**src/rtl/exc_pkg.sv**
```systemverilog
package exc_pkg;
  localparam int PSR_W    = 32;
  localparam int MODE_W   = 5;
  localparam int BIT_T    = 5;
  localparam int BIT_F    = 6;
  localparam int BIT_I    = 7;
  localparam int NUM_SRC  = 7;

  // Encoding equals the vector slot: offset = kind * 4
  typedef enum logic [2:0] {
    EK_RESET = 3'd0,
    EK_UNDEF = 3'd1,
    EK_SWI   = 3'd2,
    EK_PABT  = 3'd3,
    EK_DABT  = 3'd4,
    EK_IRQ   = 3'd6,
    EK_FIQ   = 3'd7
  } exc_kind_e;

  localparam logic [MODE_W-1:0] MODE_FIQ = 5'b10001;
  localparam logic [MODE_W-1:0] MODE_IRQ = 5'b10010;
  localparam logic [MODE_W-1:0] MODE_SVC = 5'b10011;
  localparam logic [MODE_W-1:0] MODE_ABT = 5'b10111;
  localparam logic [MODE_W-1:0] MODE_UND = 5'b11011;

  // Priority slot i (0 = most urgent) -> exception kind
  function automatic exc_kind_e kind_at(input int slot);
    case (slot)
      0:       kind_at = EK_RESET;
      1:       kind_at = EK_DABT;
      2:       kind_at = EK_FIQ;
      3:       kind_at = EK_IRQ;
      4:       kind_at = EK_PABT;
      5:       kind_at = EK_UNDEF;
      default: kind_at = EK_SWI;
    endcase
  endfunction
endpackage

```
**src/rtl/exc_arbiter.sv**
```systemverilog
module exc_arbiter
  import exc_pkg::*;
#(
  parameter int N = NUM_SRC
) (
  input  logic [N-1:0] req_prio,  // bit 0 most urgent
  output logic         hit,
  output exc_kind_e    kind
);
  always_comb begin
    hit  = |req_prio;
    kind = EK_SWI;
    for (int i = N - 1; i >= 0; i--) begin
      if (req_prio[i]) kind = kind_at(i);
    end
  end
endmodule

```
**src/rtl/exc_entry_calc.sv**
```systemverilog
module exc_entry_calc
  import exc_pkg::*;
#(
  parameter int          XLEN    = PSR_W,
  parameter logic [31:0] HI_BASE = 32'hFFFF_0000
) (
  input  exc_kind_e       kind,
  input  logic            high_vec,
  input  logic [XLEN-1:8] psr_keep,
  input  logic            f_cur,
  output logic [XLEN-1:0] psr_out,
  output logic [XLEN-1:0] vec_pc
);
  localparam int OFS_W = 5;

  logic [MODE_W-1:0] mode;
  logic              f_new;
  logic [XLEN-1:0]   base;

  always_comb begin
    case (kind)
      EK_FIQ:          mode = MODE_FIQ;
      EK_IRQ:          mode = MODE_IRQ;
      EK_PABT,
      EK_DABT:         mode = MODE_ABT;
      EK_UNDEF:        mode = MODE_UND;
      default:         mode = MODE_SVC;
    endcase
  end

  assign f_new   = (kind == EK_FIQ) || (kind == EK_RESET) || f_cur;
  assign psr_out = {psr_keep, 1'b1, f_new, 1'b0, mode};

  generate
    if (XLEN > 32) begin : g_wide
      assign base = high_vec ? {{(XLEN-32){1'b1}}, HI_BASE} : '0;
    end else begin : g_narrow
      assign base = high_vec ? HI_BASE[XLEN-1:0] : '0;
    end
  endgenerate

  assign vec_pc = base | {{(XLEN-OFS_W){1'b0}}, kind, 2'b00};
endmodule

```
**src/rtl/exc_seq.sv**
```systemverilog
module exc_seq
  import exc_pkg::*;
#(
  parameter int XLEN = PSR_W
) (
  input  logic            clk,
  input  logic            rst,
  input  logic            req_reset,
  input  logic            req_undef,
  input  logic            req_swi,
  input  logic            req_pabt,
  input  logic            req_dabt,
  input  logic            req_irq,
  input  logic            req_fiq,
  input  logic            high_vec,
  input  logic            ret_req,
  input  logic [XLEN-1:0] cur_psr,
  input  logic [XLEN-1:0] ret_addr,
  input  logic [XLEN-1:0] spsr_in,
  input  logic [XLEN-1:0] lr_in,
  output logic            psr_wr,
  output logic [XLEN-1:0] psr_new,
  output logic            spsr_wr,
  output logic [XLEN-1:0] spsr_data,
  output logic            lr_wr,
  output logic [XLEN-1:0] lr_data,
  output logic            pc_wr,
  output logic [XLEN-1:0] pc_new
);
  logic [NUM_SRC-1:0] req_prio;
  logic               hit;
  exc_kind_e          kind;
  logic [XLEN-1:0]    entry_psr;
  logic [XLEN-1:0]    entry_pc;
  logic               ret_ok;

  // Priority slots, masked interrupts removed
  assign req_prio = {req_swi, req_undef, req_pabt,
                     req_irq & ~cur_psr[BIT_I],
                     req_fiq & ~cur_psr[BIT_F],
                     req_dabt, req_reset};

  assign ret_ok = ret_req & ~cur_psr[BIT_T];

  exc_arbiter #(.N(NUM_SRC)) i_arb (
    .req_prio (req_prio),
    .hit      (hit),
    .kind     (kind)
  );

  exc_entry_calc #(.XLEN(XLEN)) i_calc (
    .kind     (kind),
    .high_vec (high_vec),
    .psr_keep (cur_psr[XLEN-1:8]),
    .f_cur    (cur_psr[BIT_F]),
    .psr_out  (entry_psr),
    .vec_pc   (entry_pc)
  );

  always_ff @(posedge clk) begin
    if (rst) begin
      psr_wr    <= 1'b0;
      spsr_wr   <= 1'b0;
      lr_wr     <= 1'b0;
      pc_wr     <= 1'b0;
      psr_new   <= '0;
      spsr_data <= '0;
      lr_data   <= '0;
      pc_new    <= '0;
    end else begin
      psr_wr  <= 1'b0;
      spsr_wr <= 1'b0;
      lr_wr   <= 1'b0;
      pc_wr   <= 1'b0;
      if (hit) begin
        psr_wr    <= 1'b1;
        spsr_wr   <= 1'b1;
        lr_wr     <= 1'b1;
        pc_wr     <= 1'b1;
        psr_new   <= entry_psr;
        spsr_data <= cur_psr;
        lr_data   <= ret_addr;
        pc_new    <= entry_pc;
      end else if (ret_ok) begin
        psr_wr  <= 1'b1;
        pc_wr   <= 1'b1;
        psr_new <= spsr_in;
        pc_new  <= lr_in;
      end
    end
  end
endmodule

```
**config.mk**
```make
export PLATFORM = sky130hd
export DESIGN_NAME = exc_seq
export DESIGN_NICKNAME = d
export VERILOG_FILES = /design/src/rtl/exc_pkg.sv /design/src/rtl/exc_arbiter.sv /design/src/rtl/exc_entry_calc.sv /design/src/rtl/exc_seq.sv
export SDC_FILE = /design/constraint.sdc
export NUM_CORES = 1
export LEC_CHECK = 0
export BUFFER_PORTS_ARGS = -buffer_cell sky130_fd_sc_hd__buf_4
export CORE_ASPECT_RATIO = 0.7
export CORE_MARGIN = 5
export CORE_UTILIZATION = 48
export DETAILED_ROUTE_END_ITERATION = 8
export HOLD_SLACK_MARGIN = 0.05
export PLACE_DENSITY = 0.86
export SLEW_MARGIN = 15
export SYNTH_ARGS = -nofsm -noshare
export SYNTH_HDL_FRONTEND = slang
export SYNTH_SLANG_ARGS = --single-unit
```
**constraint.sdc**
```tcl
create_clock -name clk -period 4.6 [get_ports clk]
set_clock_uncertainty 0.2 [all_clocks]
set_input_delay 0.69 -clock clk [delete_from_list [all_inputs] [get_ports clk]]
set_output_delay 0.69 -clock clk [all_outputs]
set_load 0.01 [all_outputs]
```
==> impl_metrics.toml, run 1 <==
[setup_path]
worstSetupStartpointType = "input port"
worstPathMaxFanout = 43
path_class = "in2reg"
critical_path.max_stage_delay_ns = 0.87
critPathRequiredTime_ns = 4.65
cp-end-kind = "register"
slowest_stage = "nand4_1"
reg2reg_from = "pc_new[2]"
startpoint = "req_undef"
crit_chain = "buf_4 > nor3_4 > nand4_1 > buf_12 > nand2_1 > a21oi_1"
critPathArrivalTime_ns = 2.74

[sta]
slew_headroom = 0.281
fin_setup_tns_ns = 0
grt_setup_unrepaired = "no"
max_freq_ghz = 0.372
setup_ws_ns = 1.91
finalHoldViolCount = 0
slew_viol_final = 0
post-route-period-util = 0.585
whs_ns = 0.250
fin_crit_ns = 2.69
tightest_slew_ns = 1.07
setup_viol_count_final = 0

[floorplanning]
die_w_um = 131
std_cell_rows = 30
start_util = 0.499
core_region_area_mm2 = 0.00983
ios = 271
dieArea_mm2 = 0.0124
die_y_um = 94.6

[clock_tree]
path_clk_slew_ns = 0.05
hold_buffers = 0
cts_made_buffers = 17
ctsLongestPathBuffers = 2
postCtsSetupBuffers = 0
cts_tree = "built"
htreeDepth = 4
cts-root-buf = "clkbuf_16"
clock_latency_ns = 0.40
cts_resized = 0
cts_sinks = 130

[global_routing]
grt_first_pass_wirelength_um = 24300
grt_usage = 0.251
grt_max_degree = 68
antenna_found_initial = 0
overflow = 0
first_global_vias = 4892

[yosys]
synth_edf_count = 0
ys_async_sr_fraction = 0
ys_types = 35
syn-num-nets = 730
yosys_warnings = 0
synth_cells = 591
ys_seq_elements = 130
ys.flop_type = "dfxtp_1"
synth_area_mm2 = 0.00490
yosysSeqAreaShare = 0.531
syn_avg_cell_area_um2 = 8.30

[pwr]
p_leak_nw = 3.49
power.total_w = 0.00287
peakVddDrop_mv = 0.261
powerDensity_mw_per_mm2 = 383

[cells_and_area]
area_growth_pct = 53.1
diodes = 0
seq_area_mm2 = 0.00260
drive_gt1_frac = 0.394
multi_input_comb_area_mm2 = 0.00207
fin_nets = 979
fin_util = 0.763
nFillCells = 702

[detailed_routing]
first_pass_iters = 6
first_iter_violations = 262
wirelength_um = 16500
wl_per_cell_um = 16.8
ant_nets = 0
vias = 5061
vias_per_cell = 5.16
drcViolationCount = 0

[placement]
gp_congestion = 0.863
pre_cts_ws_ns = 1.54
io_buffers = 270
hpwl_um = 11900

[outcome]
status = "finished, final reports clean"

[min_path]
hp-class = "reg2reg"
min-delay-start = "lr_data[11]"

[flow_run]
drv_cap = 0
-- flip-flops by register name, summed over array words and instances (netlist names) --
| register | cells |
|---|---|
| pc_new | 32 |
| pc_wr | 1 |
| spsr_data | 32 |
| lr_wr | 1 |
| psr_new | 32 |
| lr_data | 32 |
-- synth_stat cells, types with 2 or more instances --
| master | number | area, um^2 |
|---|---|---|
| a21oi_1 | 108 | 541 |
| a31oi_1 | 20 | 125 |
| buf_2 | 20 | 100 |
| buf_4 | 4 | 30.0 |
| buf_6 | 4 | 45.0 |
| clkbuf_1 | 18 | 67.6 |
| dfxtp_1 | 130 | 2600 |
| mux2_2 | 26 | 293 |
| nand2_1 | 222 | 833 |
| nand2b_1 | 4 | 25.0 |
| nand3_1 | 2 | 10.0 |
| nor2_1 | 5 | 18.8 |
| nor2b_1 | 3 | 18.8 |
| nor3_1 | 4 | 20.0 |
-- metrics by stage --
step                      cells  area [um^2]
after floorplan             591         4900
after global placement      948         6910
after detailed placement    948         6910
after CTS                   979         7480
after global routing        980         7510
final                       980         7510
-- cell usage in the layout (no fill, tap or decap), types with 2 or more instances in the layout --
master      synthesis  layout
a31oi_1            20      20
dfxtp_1           130     130
buf_4               4     274
clkbuf_8            0       2
nand3_1             2       2
nor2b_1             3       2
clkbuf_1           18       2
mux2_2             26      26
bufinv_16           0       2
a21oi_1           108     108
nor3_1              4       4
nand2b_1            4       4
clkbuf_16           0      17
nand2_1           222     222
clkinv_2            0       4
nor2_1              5       5
clkinvlp_4          0       4
-- final cells by class --
cell class,instances,share of cell area
sequential,130,0.347
clock buffer,21,0.0613
multi-input combinational,414,0.275
timing repair buffer,276,0.280
clock inverter,10,0.0147
inverter,1,0.000500
tap,128,0.0213
-- metal layers --
metal	up-vias	routed length (um)	track usage
met3	24	1720	0.0995
met5	-	0	0
met4	0	282	0.0873
met1	2347	6050	0.271
met2	222	8430	0.446
li1	2468	-	-
-- worst max-delay path, delay by kind of cell --
| family | cells | cell delay, ns |
|---|---|---|
| AOI/OAI and AO/OA | 1 | 0.11 |
| buffers and inverters | 2 | 0.66 |
| and+or+nand+nor | 3 | 1.26 |
-- path summary, 6_finish.rpt --
| path | end | slack [ns] | cells past startpoint |
|---|---|---|---|
| min | lr_data[11] | 0.25 | 2 |
| min reg2reg | lr_data[11] | 0.25 | 2 |
| max reg2reg | pc_new[2] | 3.46 | 3 |
| max | spsr_data[16] | 1.91 | 6 |
-- cell families (layout without fill, tap and decap cells) --
group                  Yosys count  after routing  share of synthesized area
AOI/OAI and AO/OA              142            142                      0.159
buffers and inverters           47            308                     0.0503
DFF                            130            130                      0.531
muxes                           26             26                     0.0597
and+or+nand+nor                246            246                      0.200
-- power by group --
group	total (W)	switching [W]	internal [W]
Combinational	0.000359	0.000161	0.000198
Sequential	0.00122	0.0000327	0.00119
Clock	0.00130	0.000478	0.000818
Total	0.00287	0.000672	0.00220
Note: power is estimated with default switching activity, not from simulation.
==> run 2, diff against run 1 <==
Settings changed: CORE_UTILIZATION 48 to 44, PLACE_DENSITY 0.86 to 0.79.
Clock period 4.6 ns to 2.75 ns, I/O delays scaled along.
==> impl_metrics.toml, run 2 (synthesis results as in run 1) <==
[sta]
setup_ws_ns = 0.199
tightest_slew_ns = 1.12
fin_crit_ns = 2.55
post-route-period-util = 0.928
finalHoldViolCount = 0
slew_viol_final = 0
slew_headroom = 0.253
grt_setup_unrepaired = "no"
max_freq_ghz = 0.392
whs_ns = 0.0634
setup_viol_count_final = 0
fin_setup_tns_ns = 0

[placement]
pre_cts_ws_ns = 0.314
hpwl_um = 12200
io_buffers = 270
gp_congestion = 0.787

[floorplanning]
dieArea_mm2 = 0.0134
die_w_um = 136
die_y_um = 98.3
std_cell_rows = 32
core_region_area_mm2 = 0.0110
start_util = 0.447
ios = 271

[setup_path]
worstSetupStartpointType = "input port"
crit_family = "buffers and inverters"
cp-end-kind = "register"
crit_path_frequent_cell = "buf_4"
crit_chain = "dlygate4sd3_1 > buf_4 > nor2_2 > and4_4 > buf_4 > nand2_1 > a21oi_1"
crit_buf_inv = 3
slowest_stage = "dlygate4sd3_1"
worstPathMaxFanout = 57
critPathRequiredTime_ns = 2.88
path_class = "in2reg"
critPathArrivalTime_ns = 2.68
critical_path.max_stage_delay_ns = 0.55

[global_routing]
overflow = 0
grt_max_degree = 62
first_global_vias = 5208
grt_usage = 0.243
antenna_found_initial = 0
grt_first_pass_wirelength_um = 26000

[pwr]
p_int_w = 0.00397
p_leak_nw = 3.65
powerDensity_mw_per_mm2 = 653
combPwrFrac = 0.122
pwr-share-clk = 0.481
peakVddDrop_mv = 0.464
p_seq_frac = 0.397
swShare = 0.226
p_switching_w = 0.00116

[outcome]
status = "finished, final reports clean"

[detailed_routing]
vias_per_cell = 5.05
ant_nets = 0
drcViolationCount = 0
first_pass_iters = 8
first_iter_violations = 337
wl_per_cell_um = 16.2
wirelength_um = 16600
vias = 5204

[clock_tree]
cts-root-buf = "clkbuf_16"
cts_sinks = 130
cts_made_buffers = 17
ctsLongestPathBuffers = 2
postCtsSetupBuffers = 0
htreeDepth = 4
path_clk_slew_ns = 0.06
cts_tree = "built"
clock_latency_ns = 0.40

[flow_run]
drv_cap = 0

[cells_and_area]
multi_input_comb_area_mm2 = 0.00206
layout_common_cells = "buf_4, nand2_1, dfxtp_1"
nFillCells = 827
area_growth_pct = 60.2
diodes = 0
fin_nets = 1003
fin_util = 0.716
final_common_cell = "buf_4"
drive_gt1_frac = 0.388
seq_area_mm2 = 0.00260

[min_path]
hp-class = "in2reg"
==> run 2: cell count changes in the layout (fill, tap and decap cells not counted), sizes merged <==
cell | previous run | this run
clkinv | 4 | 8
bufinv | 2 | 5
clkbuf | 21 | 19
buf | 276 | 279
clkinvlp | 4 | 0
dlygate4sd3 | 0 | 21
==> run 2: repair_timing <==
action,in CTS,in global routing
gates resized for setup,0,0
endpoints found under the hold margin,20,0
hold buffers,21,0
==> run 2: cell type report <==
cell class,count,area share
multi-input cells,414,0.263
well taps,153,0.0244
inverters,1,0.000478
clock inverters,13,0.0266
repair buffers,300,0.298
flip-flops and latches,130,0.331
clock buffers,19,0.0564
==> run 2: worst paths after layout <==
check | startpoint | to | slack (ns) | cells after the start
max reg2reg | pc_new[3] | pc_new[3] | 1.35 | 3
min | ret_addr[19] | lr_data[19] | 0.06 | 3
max | req_dabt | psr_new[28] | 0.20 | 7
min reg2reg | spsr_data[9] | spsr_data[9] | 0.25 | 2
==> run 2: routing by layer <==
metal / GRT usage / part of all wire
met5: 0 / 0
met2: 0.423 / 0.49
met4: 0.0914 / 0.028
met1: 0.269 / 0.37
met3: 0.0937 / 0.11
==> run 2: metrics by stage <==
step / total power [W] / std cells / instance area, um^2
final: 0.00513 / 1030 / 7860
after CTS: 0.00517 / 1030 / 7860
after global placement: 0.00266 / 977 / 6990
after detailed placement: 0.00268 / 977 / 6990
after floorplan: 0.00231 / 591 / 4900
after global routing: 0.00532 / 1030 / 7860
==> run 2: power by group through the flow <==
stage | Clock, W | Combinational, W | Sequential (W)
floorplan | 0 | 0.000193 | 0.00211
global placement | 0 | 0.000587 | 0.00207
detailed placement | 0 | 0.000602 | 0.00208
CTS | 0.00250 | 0.000628 | 0.00204
global route | 0.00260 | 0.000678 | 0.00205
finish | 0.00246 | 0.000626 | 0.00204
==> run 2: worst min-delay path, delay by kind of cell <==
| family | cells | cell delay [ns] |
|---|---|---|
| AOI/OAI and AO/OA | 1 | 0.05 |
| buffers and inverters | 1 | 0.11 |
| and+or+nand+nor | 1 | 0.05 |
